==> src/rtl/seeprom_pkg.sv <==
// Shared types and constants for the two-wire EEPROM slave.
package seeprom_pkg;
    // Fixed device code matched against the upper nibble of the selection byte.
    localparam logic [3:0] DEV_CODE = 4'b1010;

    // What the byte engine is doing on the bus.
    typedef enum logic [1:0] {
        LNK_IDLE,
        LNK_RX,
        LNK_TX
    } lnk_mode_t;

    // Meaning of the byte currently being received.
    typedef enum logic [1:0] {
        ROLE_SEL,
        ROLE_ADDR,
        ROLE_DATA
    } rx_role_t;
endpackage

==> src/rtl/seeprom_bus_sense.sv <==
// Synchronizes SCL/SDA into the clk domain and flags clock edges plus
// start/stop conditions. Assumes both lines stay stable for several
// clk periods; resets both histories to the idle-high level.
module seeprom_bus_sense #(
    parameter int SYNC_STAGES = 2
) (
    input  logic clk,
    input  logic rst_n,
    input  logic scl_i,
    input  logic sda_i,
    output logic scl_lvl,
    output logic sda_lvl,
    output logic scl_rise,
    output logic scl_fall,
    output logic bus_start,
    output logic bus_stop
);
    localparam int DEPTH = SYNC_STAGES + 1;

    logic [DEPTH-1:0] scl_sh;
    logic [DEPTH-1:0] sda_sh;
    logic             scl_prev;
    logic             sda_prev;

    // Shift both lines through the synchronizer and one history stage.
    always_ff @(posedge clk) begin
        if (!rst_n) begin
            scl_sh <= '1;
            sda_sh <= '1;
        end else begin
            scl_sh <= {scl_sh[DEPTH-2:0], scl_i};
            sda_sh <= {sda_sh[DEPTH-2:0], sda_i};
        end
    end

    // Compare the newest synchronized sample with the one before it.
    always_comb begin
        scl_lvl   = scl_sh[DEPTH-2];
        sda_lvl   = sda_sh[DEPTH-2];
        scl_prev  = scl_sh[DEPTH-1];
        sda_prev  = sda_sh[DEPTH-1];
        scl_rise  = scl_lvl & ~scl_prev;
        scl_fall  = ~scl_lvl & scl_prev;
        bus_start = scl_lvl & scl_prev & sda_prev & ~sda_lvl;
        bus_stop  = scl_lvl & scl_prev & ~sda_prev & sda_lvl;
    end
endmodule

==> src/rtl/seeprom_cell_array.sv <==
// Byte-wide register array with one shared address, a synchronous write
// and an asynchronous read. Contents are not reset.
module seeprom_cell_array #(
    parameter int DEPTH = 512,
    parameter int AW    = $clog2(DEPTH)
) (
    input  logic          clk,
    input  logic          we,
    input  logic [AW-1:0] addr,
    input  logic [7:0]    wdata,
    output logic [7:0]    rdata
);
    logic [7:0] cells [DEPTH];

    // Store one byte when the controller commits a write.
    always_ff @(posedge clk) begin
        if (we) cells[addr] <= wdata;
    end

    // Present the addressed cell to the transmit path.
    always_comb rdata = cells[addr];
endmodule

==> src/rtl/seeprom_wr_timer.sv <==
// Counts down the internal write cycle. Assumes a kick is a single-cycle
// pulse; a kick during a running cycle restarts it.
module seeprom_wr_timer #(
    parameter int CYCLES = 400
) (
    input  logic clk,
    input  logic rst_n,
    input  logic kick,
    output logic busy
);
    localparam int CW = $clog2(CYCLES + 1);

    logic [CW-1:0] remain;

    // Load the full length on a kick, otherwise run down to zero.
    always_ff @(posedge clk) begin
        if (!rst_n)           remain <= '0;
        else if (kick)        remain <= CW'(CYCLES);
        else if (remain != 0) remain <= remain - 1'b1;
    end

    // The cycle is running while any count remains.
    always_comb busy = (remain != '0);
endmodule

==> src/rtl/seeprom_link_ctrl.sv <==
// Bit/byte engine of the slave: receives selection, address and data
// bytes, drives acknowledges and read data, and keeps the cell counter.
// Assumes synchronized events from seeprom_bus_sense and HI_BITS in 1..3.
module seeprom_link_ctrl
    import seeprom_pkg::*;
#(
    parameter int AW      = 9,
    parameter int HI_BITS = AW - 8
) (
    input  logic          clk,
    input  logic          rst_n,
    input  logic          scl_rise,
    input  logic          scl_fall,
    input  logic          sda_lvl,
    input  logic          bus_start,
    input  logic          bus_stop,
    input  logic [2:0]    strap_i,
    input  logic          wr_lock_i,
    input  logic          busy_i,
    input  logic [7:0]    rd_byte,
    output logic          sda_pull,
    output logic          mem_we,
    output logic [7:0]    wr_byte,
    output logic [AW-1:0] cell_addr,
    output logic          wr_kick
);
    lnk_mode_t          mode;
    rx_role_t           role;
    logic [3:0]         bitcnt;
    logic [7:0]         shreg;
    logic [7:0]         tx_byte;
    logic               acked;
    logic               rd_mode;
    logic               dirty;
    logic [HI_BITS-1:0] hi_q;
    logic [AW-1:0]      addr_q;
    logic [2:0]         strap_ok;
    logic               sel_match;
    logic               rx_ack;
    logic               byte_done;

    // Strap bits that serve as address bits are exempt from the compare.
    always_comb begin
        for (int i = 0; i < 3; i++) begin
            strap_ok[i] = (i < HI_BITS) || (shreg[i+1] == strap_i[i]);
        end
        sel_match = (shreg[7:4] == DEV_CODE) && (&strap_ok) && !busy_i;
        case (role)
            ROLE_SEL:  rx_ack = sel_match;
            ROLE_ADDR: rx_ack = 1'b1;
            default:   rx_ack = !wr_lock_i;
        endcase
    end

    // Commit strobes: data write at the ack slot, write cycle at stop.
    always_comb begin
        byte_done = (mode == LNK_RX) && scl_fall && (bitcnt == 4'd8);
        mem_we    = byte_done && (role == ROLE_DATA) && !wr_lock_i;
        wr_byte   = shreg;
        cell_addr = addr_q;
        sda_pull  = tx_pull_q;
        wr_kick   = bus_stop && dirty;
    end

    logic tx_pull_q;

    // Bus state machine: conditions first, then per-mode bit handling.
    always_ff @(posedge clk) begin
        if (!rst_n) begin
            mode      <= LNK_IDLE;
            role      <= ROLE_SEL;
            bitcnt    <= '0;
            shreg     <= '0;
            tx_byte   <= '0;
            acked     <= 1'b0;
            rd_mode   <= 1'b0;
            dirty     <= 1'b0;
            hi_q      <= '0;
            addr_q    <= '0;
            tx_pull_q <= 1'b0;
        end else if (bus_start) begin
            mode      <= LNK_RX;
            role      <= ROLE_SEL;
            bitcnt    <= '0;
            tx_pull_q <= 1'b0;
        end else if (bus_stop) begin
            mode      <= LNK_IDLE;
            dirty     <= 1'b0;
            tx_pull_q <= 1'b0;
        end else begin
            case (mode)
                LNK_RX: begin
                    if (scl_rise) begin
                        if (bitcnt < 4'd8) begin
                            shreg  <= {shreg[6:0], sda_lvl};
                            bitcnt <= bitcnt + 4'd1;
                        end else begin
                            bitcnt <= 4'd9;
                        end
                    end else if (byte_done) begin
                        tx_pull_q <= rx_ack;
                        acked     <= rx_ack;
                        case (role)
                            ROLE_SEL: if (rx_ack) begin
                                rd_mode <= shreg[0];
                                hi_q    <= shreg[HI_BITS:1];
                            end
                            ROLE_ADDR: addr_q <= {hi_q, shreg};
                            default: if (rx_ack) begin
                                addr_q <= addr_q + 1'b1;
                                dirty  <= 1'b1;
                            end
                        endcase
                    end else if (scl_fall && bitcnt == 4'd9) begin
                        bitcnt <= '0;
                        if (!acked) begin
                            tx_pull_q <= 1'b0;
                            mode      <= LNK_IDLE;
                        end else if (role == ROLE_SEL && rd_mode) begin
                            mode      <= LNK_TX;
                            tx_byte   <= rd_byte;
                            tx_pull_q <= ~rd_byte[7];
                        end else begin
                            tx_pull_q <= 1'b0;
                            role      <= (role == ROLE_SEL) ? ROLE_ADDR : ROLE_DATA;
                        end
                    end
                end
                LNK_TX: begin
                    if (scl_rise) begin
                        if (bitcnt < 4'd8) begin
                            bitcnt <= bitcnt + 4'd1;
                        end else begin
                            acked  <= ~sda_lvl;
                            addr_q <= addr_q + 1'b1;
                            bitcnt <= 4'd9;
                        end
                    end else if (scl_fall) begin
                        if (bitcnt == 4'd9) begin
                            bitcnt <= '0;
                            if (acked) begin
                                tx_byte   <= rd_byte;
                                tx_pull_q <= ~rd_byte[7];
                            end else begin
                                tx_pull_q <= 1'b0;
                                mode      <= LNK_IDLE;
                            end
                        end else if (bitcnt == 4'd8) begin
                            tx_pull_q <= 1'b0;
                        end else begin
                            tx_pull_q <= ~tx_byte[3'd7 - bitcnt[2:0]];
                        end
                    end
                end
                default: ;
            endcase
        end
    end
endmodule

==> src/rtl/seeprom_slave.sv <==
// Top of the two-wire EEPROM slave: bus sensing, byte engine, cell array
// and write-cycle timer. Assumes MEM_BYTES is a power of two from 512 to
// 2048 and that scl_i/sda_i carry the resolved bus levels.
module seeprom_slave #(
    parameter int MEM_BYTES    = 512,
    parameter int WRITE_CYCLES = 400,
    parameter int SYNC_STAGES  = 2
) (
    input  logic       clk,
    input  logic       rst_n,
    input  logic       scl_i,
    input  logic       sda_i,
    input  logic [2:0] strap_i,
    input  logic       wr_lock_i,
    output logic       sda_pull_o
);
    localparam int AW      = $clog2(MEM_BYTES);
    localparam int HI_BITS = AW - 8;

    logic          scl_lvl;
    logic          sda_lvl;
    logic          scl_rise;
    logic          scl_fall;
    logic          bus_start;
    logic          bus_stop;
    logic          wr_busy;
    logic          wr_kick;
    logic          mem_we;
    logic [7:0]    wr_byte;
    logic [7:0]    rd_byte;
    logic [AW-1:0] cell_addr;

    seeprom_bus_sense #(.SYNC_STAGES(SYNC_STAGES)) sense_i (
        .clk(clk), .rst_n(rst_n), .scl_i(scl_i), .sda_i(sda_i),
        .scl_lvl(scl_lvl), .sda_lvl(sda_lvl), .scl_rise(scl_rise),
        .scl_fall(scl_fall), .bus_start(bus_start), .bus_stop(bus_stop)
    );

    seeprom_link_ctrl #(.AW(AW), .HI_BITS(HI_BITS)) ctrl_i (
        .clk(clk), .rst_n(rst_n), .scl_rise(scl_rise), .scl_fall(scl_fall),
        .sda_lvl(sda_lvl), .bus_start(bus_start), .bus_stop(bus_stop),
        .strap_i(strap_i), .wr_lock_i(wr_lock_i), .busy_i(wr_busy),
        .rd_byte(rd_byte), .sda_pull(sda_pull_o), .mem_we(mem_we),
        .wr_byte(wr_byte), .cell_addr(cell_addr), .wr_kick(wr_kick)
    );

    seeprom_cell_array #(.DEPTH(MEM_BYTES), .AW(AW)) cells_i (
        .clk(clk), .we(mem_we), .addr(cell_addr), .wdata(wr_byte),
        .rdata(rd_byte)
    );

    seeprom_wr_timer #(.CYCLES(WRITE_CYCLES)) timer_i (
        .clk(clk), .rst_n(rst_n), .kick(wr_kick), .busy(wr_busy)
    );
endmodule

==> config.mk <==
export PLATFORM = sky130hd
export DESIGN_NAME = seeprom_slave
export DESIGN_NICKNAME = d
export VERILOG_FILES = /design/src/rtl/seeprom_pkg.sv /design/src/rtl/seeprom_bus_sense.sv /design/src/rtl/seeprom_cell_array.sv /design/src/rtl/seeprom_wr_timer.sv /design/src/rtl/seeprom_link_ctrl.sv /design/src/rtl/seeprom_slave.sv
export SDC_FILE = /design/constraint.sdc
export NUM_CORES = 2
export LEC_CHECK = 0
export CAP_MARGIN = 15
export CORE_UTILIZATION = 25
export CTS_CLUSTER_SIZE = 10
export DETAILED_ROUTE_END_ITERATION = 8
export GPL_ROUTABILITY_DRIVEN = 0
export PLACE_DENSITY = 0.46
export RECOVER_POWER = 25
export SKIP_LAST_GASP = 1
export SLEW_MARGIN = 20
export SYNTH_ARGS = -nofsm -noshare
export SYNTH_HDL_FRONTEND = slang
export SYNTH_SLANG_ARGS = --single-unit
==> constraint.sdc <==
create_clock -name clk -period 16.1 [get_ports clk]
set_input_delay 3.22 -clock clk [delete_from_list [all_inputs] [get_ports clk]]
set_output_delay 3.22 -clock clk [all_outputs]
set_load 0.03 [all_outputs]
# --- Word-level counts from Yosys, hierarchy flattened ---
# Memories as Yosys holds them, arrays and structs flattened. A register that Yosys moved wholly into a read port is not among the register bits.
# Cells that the tools add are included.
totals:
  output_inout_bits: 1
  reg_bits: 53
  memories: 1
  rom_bits: 0
  ram_bits: 4096
  latchBits: 0
op_classes:
  div_mod_pow: 0
  addsub: 4
  n_lt_le_gt_ge: 2
  shift: 0
  bitwise_logic: 19
  reduce_logical: 35
  multipliers: 0
  eq_ne: 40
  mux: 69
memory_table:
  columns: ["memory", "words", "word_bits", "rd", "rd_clocked_by_memory_dff", "wr", "line_no", "rtl"]
  rows:
  - ["cells_i.cells", 512, 8, 1, 1, 1, "seeprom_cell_array.sv:13", "logic [7:0] cells [DEPTH];"]
ops:
  columns: ["cell", "count"]
  rows:
  - ["9-bit two-way mux", 9]
  - ["8-bit two-way mux", 9]
  - ["9-bit one-hot mux with 2 select lines", 2]
  - ["4-bit two-way mux", 7]
  - ["9-bit AND reduction", 3]
  - ["1-bit two-way mux", 25]
  - ["7-bit AND reduction", 3]
  - ["2-bit two-way mux", 10]
  - ["2-bit != test (second input constant)", 9]
  - ["8-bit one-hot mux with 2 select lines", 1]
  - ["2-bit by 1-bit != test with 1-bit output (second input constant)", 7]
  - ["4-bit == test (second input constant)", 3]
  - ["3-bit by 2-bit != test with 1-bit output (second input constant)", 4]
  - ["4-bit by 3-bit != test with 1-bit output (second input constant)", 3]
  - ["1-bit inverter", 12]
  - ["12-bit AND reduction", 1]
  - ["6-bit AND reduction", 2]
  - ["5-bit AND reduction", 2]
  - ["2-bit nonzero test", 5]
  - ["9-bit by 1-bit adder with 9-bit output (second input constant)", 1]
  - ["1-bit logical AND", 9]
  - ["9-bit nonzero test", 1]
  - ["9-bit by 1-bit subtractor with 9-bit output (second input constant)", 1]
  - ["4-bit by 2-bit != test with 1-bit output (second input constant)", 2]
  - ["other kinds (22)", 38]

# --- Longest topological paths before layout ---
depth:
  depth_word: 12
  depth_mapped: 14
  depth_no_buf: 9

# --- Hierarchy ---
# Synthesis repeated with hierarchy kept, for this count alone.
hier_totals:
  hier_cells: 7885
  hier_area_um2: 160990.7
modules_own_cells:
  columns: ["module", "cells_per_inst", "seq_area_each_um2", "area_each_um2", "instances"]
  rows:
  - ["seeprom_cell_array", 7567, 122998.0, 158199.2, 1]
  - ["seeprom_link_ctrl", 254, 760.7, 2129.5, 1]
  - ["seeprom_wr_timer", 48, 180.2, 471.7, 1]
  - ["seeprom_bus_sense", 16, 120.1, 190.2, 1]

# --- Worst setup path after synthesis ---
# No wires, ideal clock.
synth_path:
  kind: "register -> register"
  startpoint: "reg ctrl_i.shreg[5] (netlist: ctrl_i.wr_byte[5])"
  endpoint: "reg ctrl_i.hi_q"
  arrival_ns: 8.862
  slack_ns: 7.147
  t_required_ns: 16.009
  setup_time_ns: 0.091
  path_stages_with_launch: 7
  path_cell_list: "dfxtp_1 -> or4bb_1 -> or4_1 -> a2111oi_4 -> nand3_1 -> mux2i_1 -> nor2_1"
synth_via:
  elab_chain_cells: 5
synth_rtl:
  columns: ["item", "line_no", "rtl"]
  rows:
  - ["start: declaration", "seeprom_link_ctrl.sv:30", "logic [7:0] shreg;"]
  - ["start signal: assignment", "seeprom_link_ctrl.sv:95", "shreg <= {shreg[6:0], sda_lvl};"]
  - ["4-bit == test", "seeprom_link_ctrl.sv:47", "sel_match = (shreg[7:4] == DEV_CODE) && (&strap_ok) && !busy_i;"]
  - ["1-bit logical AND (2 in a row)", "seeprom_link_ctrl.sv:47", null]
  - ["1-bit one-hot mux with 2 select lines", "seeprom_link_ctrl.sv:48", "case (role)"]
  - ["7-bit AND reduction (no source line)", null, null]
  - ["end signal: assignment", "seeprom_link_ctrl.sv:106", "hi_q <= shreg[HI_BITS:1];"]
  - ["end: declaration", "seeprom_link_ctrl.sv:35", "logic [HI_BITS-1:0] hi_q;"]
# No other way between the ends.
# A chain may end at the register's enable or synchronous reset.

# --- Worst setup path after layout ---
layout_path:
  startpoint: "reg ctrl_i.shreg[2] (netlist: ctrl_i.wr_byte[2])"
  endpoint: "mem cells_i.cells[395][2] (data pin)"
layout_rtl:
  columns: ["item", "line_no"]
  rows:
  - ["end: declaration", "seeprom_cell_array.sv:13"]
# Straight into the memory's write port.

==> impl_metrics.json <==
{
  "drive_above_1_share": 0.262,
  "cts_num_sinks": 4158,
  "clock_tree_from_tritoncts": "done",
  "r2r-start": "ctrl_i.wr_byte[2]",
  "first_global_vias": 78000,
  "met2_usage": 0.222,
  "cp_num_buf_inv": 1,
  "finalSetupViolations": 0,
  "reg2reg_slack_ns": 6.26,
  "worst-endpoint-arrival_ns": 9.46,
  "worstPathRequired_ns": 15.72,
  "grt_usage": 0.132,
  "timing.final.crit_period_ns": 9.84,
  "count_of_cells_along_the_worst_register_to_register_path": 1,
  "number_of_synthesized_flops_with_an_enable_pin": 4096,
  "hold_buffer_count_at_cts": 0,
  "worst_clock_skew_ns": 0.0806,
  "final-max-slew-violation-count": 2158,
  "clock_tree.htree_level_count": 5,
  "min_from": "ctrl_i.tx_byte[7]",
  "number_of_drc_markers_after_the_initial_detailed_route_iteration": 7264,
  "timing.hold.worst_endpoint": "ctrl_i.tx_byte[7]",
  "post_cts_buffers": 0,
  "worstReg2RegEnd": "cells_i.cells[395][2]",
  "floorplan.io_pins": 9,
  "clk_pin_slew_worst_paths_ns": 0.06,
  "post_detailed_routing_wire_length_um": 438000,
  "hold_violations": 0,
  "portBuffers": 7,
  "area_growth_syn_to_layout_pct": 14.7,
  "final_net_count": 7424,
  "async_set_reset_flop_share_out_of_synthesis": 0,
  "critical_path_class": "reg -> reg",
  "clock_insertion_delay_worst_skew_ns": 1.04,
  "slowest_stage": "sky130_fd_sc_hd__clkbuf_1",
  "finish.utilization": 0.288,
  "cap_violations": 29,
  "syn-cell-area_um2": 161000,
  "dominantRegCellSynth": "sky130_fd_sc_hd__edfxtp_1",
  "yosys.cell_types.count": 58,
  "power.static_leakage_nw": 53.7,
  "crit_path_max_incr_delay_ns": 5.59,
  "critical-path-top-delay-family": "buffers and inverters",
  "worst_slew_pin_slew_ns": 7.99,
  "place_ws_ns": 8.02,
  "hold_path.class": "reg -> reg",
  "synthesis.area_per_instance_um2": 22.3,
  "power.ir.vdd_worst_v": 0.0000943,
  "slew_headroom": -4.33,
  "drt-pass1-iter-count": 5,
  "cp-end-kind": "register",
  "setup_tns_ns": 0,
  "synth_nets": 7221,
  "pwr_dens_nw_per_um2": 119,
  "cp-start-kind": "register",
  "maxClockFrequency_mhz": 102,
  "cts.root.buffer_cell": "sky130_fd_sc_hd__clkbuf_16",
  "grt_pass1_wl_um": 617000,
  "hold_path_depth": 1,
  "core-area_um2": 641000,
  "die_area_um2": 647000,
  "total_global_routing_overflow": 0,
  "timing.final.ws_setup_ns": 6.26,
  "outcome": "finished with violations",
  "antenna_found_initial": 23,
  "synthesis_stage_register_bit_count": 4158,
  "synthesis.instances": 7203,
  "groute.layer.met1.usage": 0.176,
  "critical_path.cell_chain": "clkbuf_1",
  "hpwlAfterDp_um": 262000,
  "ys_seq_area_frac": 0.772,
  "dr_total_vias": 74500,
  "groute.layer.met3.usage": 0.0224,
  "initial_core_util": 0.251,
  "rows": 294,
  "die_width_um": 804,
  "clock_path_buffers": 4,
  "cts_inserted_buffers": 472,
  "grt_start_max_net_pins": 186,
  "synth_warnings": 0,
  "route.antenna.remaining_nets": 0,
  "detail_route.drc_violations": 0,
  "cts_resized": 0,
  "post-route-period-util": 0.611,
  "overall_die_height_um": 804,
  "layout.cells.most_common_list": "sky130_fd_sc_hd__edfxtp_1, sky130_fd_sc_hd__mux4_2, sky130_fd_sc_hd__nor2_1",
  "avgRoutedWirePerCell_um": 27.1,
  "grt-busiest-layer": "met2",
  "failing_checks": "max-capacitance violations, max-slew violations",
  "path_max_fanout": 164,
  "detail_route.vias_per_cell": 4.61,
  "layout_commonest_cell": "sky130_fd_sc_hd__edfxtp_1",
  "grt_setup_unrepaired": "no"
}
-- synthesized netlist by cell type, types with 6 or more instances --
cell | n | area, um^2
sky130_fd_sc_hd__nor2b_1 | 26 | 163
sky130_fd_sc_hd__a21oi_1 | 55 | 275
sky130_fd_sc_hd__mux2i_1 | 28 | 280
sky130_fd_sc_hd__nor3_1 | 22 | 110
sky130_fd_sc_hd__clkbuf_1 | 254 | 953
sky130_fd_sc_hd__nand4_1 | 14 | 87.6
sky130_fd_sc_hd__nand2_1 | 109 | 409
sky130_fd_sc_hd__mux4_2 | 1196 | 26900
sky130_fd_sc_hd__inv_1 | 14 | 52.6
sky130_fd_sc_hd__a211oi_1 | 10 | 75.1
sky130_fd_sc_hd__nand4b_1 | 7 | 61.3
sky130_fd_sc_hd__o21ai_0 | 44 | 220
sky130_fd_sc_hd__nand3_1 | 36 | 180
sky130_fd_sc_hd__and2_1 | 7 | 43.8
sky130_fd_sc_hd__a22o_1 | 15 | 131
sky130_fd_sc_hd__nor2_1 | 622 | 2330
sky130_fd_sc_hd__a22oi_1 | 98 | 736
sky130_fd_sc_hd__or3_1 | 12 | 75.1
sky130_fd_sc_hd__a21boi_0 | 7 | 52.6
sky130_fd_sc_hd__dfxtp_1 | 62 | 1240
sky130_fd_sc_hd__nor4_1 | 17 | 106
sky130_fd_sc_hd__buf_1 | 42 | 158
sky130_fd_sc_hd__mux2_2 | 87 | 980
sky130_fd_sc_hd__buf_6 | 6 | 67.6
sky130_fd_sc_hd__buf_2 | 120 | 601
sky130_fd_sc_hd__buf_4 | 8 | 60.1
sky130_fd_sc_hd__a2111oi_0 | 7 | 61.3
sky130_fd_sc_hd__nand2b_1 | 35 | 219
sky130_fd_sc_hd__ha_1 | 10 | 125
sky130_fd_sc_hd__edfxtp_1 | 4096 | 123000
sky130_fd_sc_hd__o22ai_1 | 43 | 269
sky130_fd_sc_hd__a41oi_1 | 29 | 254
-- stage by stage --
step | instance area [um^2] | cells | total power [mW] | hold slack [ns]
2_1_floorplan | 161000 | 7203 | 12.4 | 0.386
3_3_place_gp | 171000 | 15500 | 12.7 | 0.494
3_5_place_dp | 171000 | 15500 | 12.7 | 0.492
4_1_cts | 185000 | 16200 | 22.2 | 0.507
5_1_grt | 184000 | 16200 | 22.6 | 0.545
6_report | 184000 | 16200 | 22.0 | 0.509
-- worst max-delay path by stage --
stage | start | end | slack [ns] | depth (start not counted)
finish | ctrl_i.wr_byte[2] | cells_i.cells[395][2] | 6.26 | 1
global route | ctrl_i.wr_byte[2] | cells_i.cells[393][2] | 5.52 | 1
CTS | wr_lock_i | cells_i.cells[148][0] | 9.12 | 6
detailed placement | wr_lock_i | cells_i.cells[148][5] | 8.02 | 6
global placement | wr_lock_i | cells_i.cells[159][5] | 8.19 | 6
floorplan | ctrl_i.wr_byte[5] | ctrl_i.hi_q | 7.15 | 6
-- flip-flops by register name, indices dropped and copies added, names as in the netlist, 2 cells and up, named ones only --
signal	cells
sense_i.sda_sh	3
ctrl_i.mode	2
timer_i.remain	9
cells_i.cells	4096
ctrl_i.wr_byte	8
ctrl_i.bitcnt	4
ctrl_i.role	2
ctrl_i.tx_byte	8
ctrl_i.cell_addr	9
sense_i.scl_sh	3
-- where the power goes --
group	internal (mW)	switching [mW]	leakage (nW)
combinational	0.321	0.376	8.86
sequential	11.7	0.0151	38.4
clock	5.36	4.20	6.36
-- routing by layer --
| layer | up-vias | part of all wire |
|---|---|---|
| met1 | 41100 | 0.42 |
| met4 | 0 | 0.031 |
| li1 | 30700 | - |
| met2 | 2151 | 0.49 |
| met3 | 609 | 0.057 |
| met5 | - | 0 |
-- area by class of cell --
class	instances	area (um^2)
Multi-Input combinational cell	2601	35000
Clock inverter	63	871
Antenna cell	7	17.5
Sequential cell	4158	124000
Fill cell	62200	457000
Tap cell	8584	10700
Timing Repair Buffer	159	1270
Clock buffer	591	12300
Inverter	14	52.6
-- kinds of logic (layout without fill, tap and decap cells) --
| kind of cell | count (synthesis) | after routing | synth area share |
|---|---|---|---|
| flip-flops | 4158 | 4158 | 0.772 |
| AND/OR/NAND/NOR | 933 | 933 | 0.0248 |
| AO/OA/AOI/OAI | 339 | 339 | 0.0146 |
| other | 0 | 7 | 0 |
| adder cells (fa/ha/maj) | 10 | 10 | 0.000778 |
| buffers and inverters | 444 | 827 | 0.0118 |
| XOR/XNOR | 8 | 8 | 0.000436 |
| multiplexers | 1311 | 1311 | 0.175 |
(Power assumes the default switching activity.)
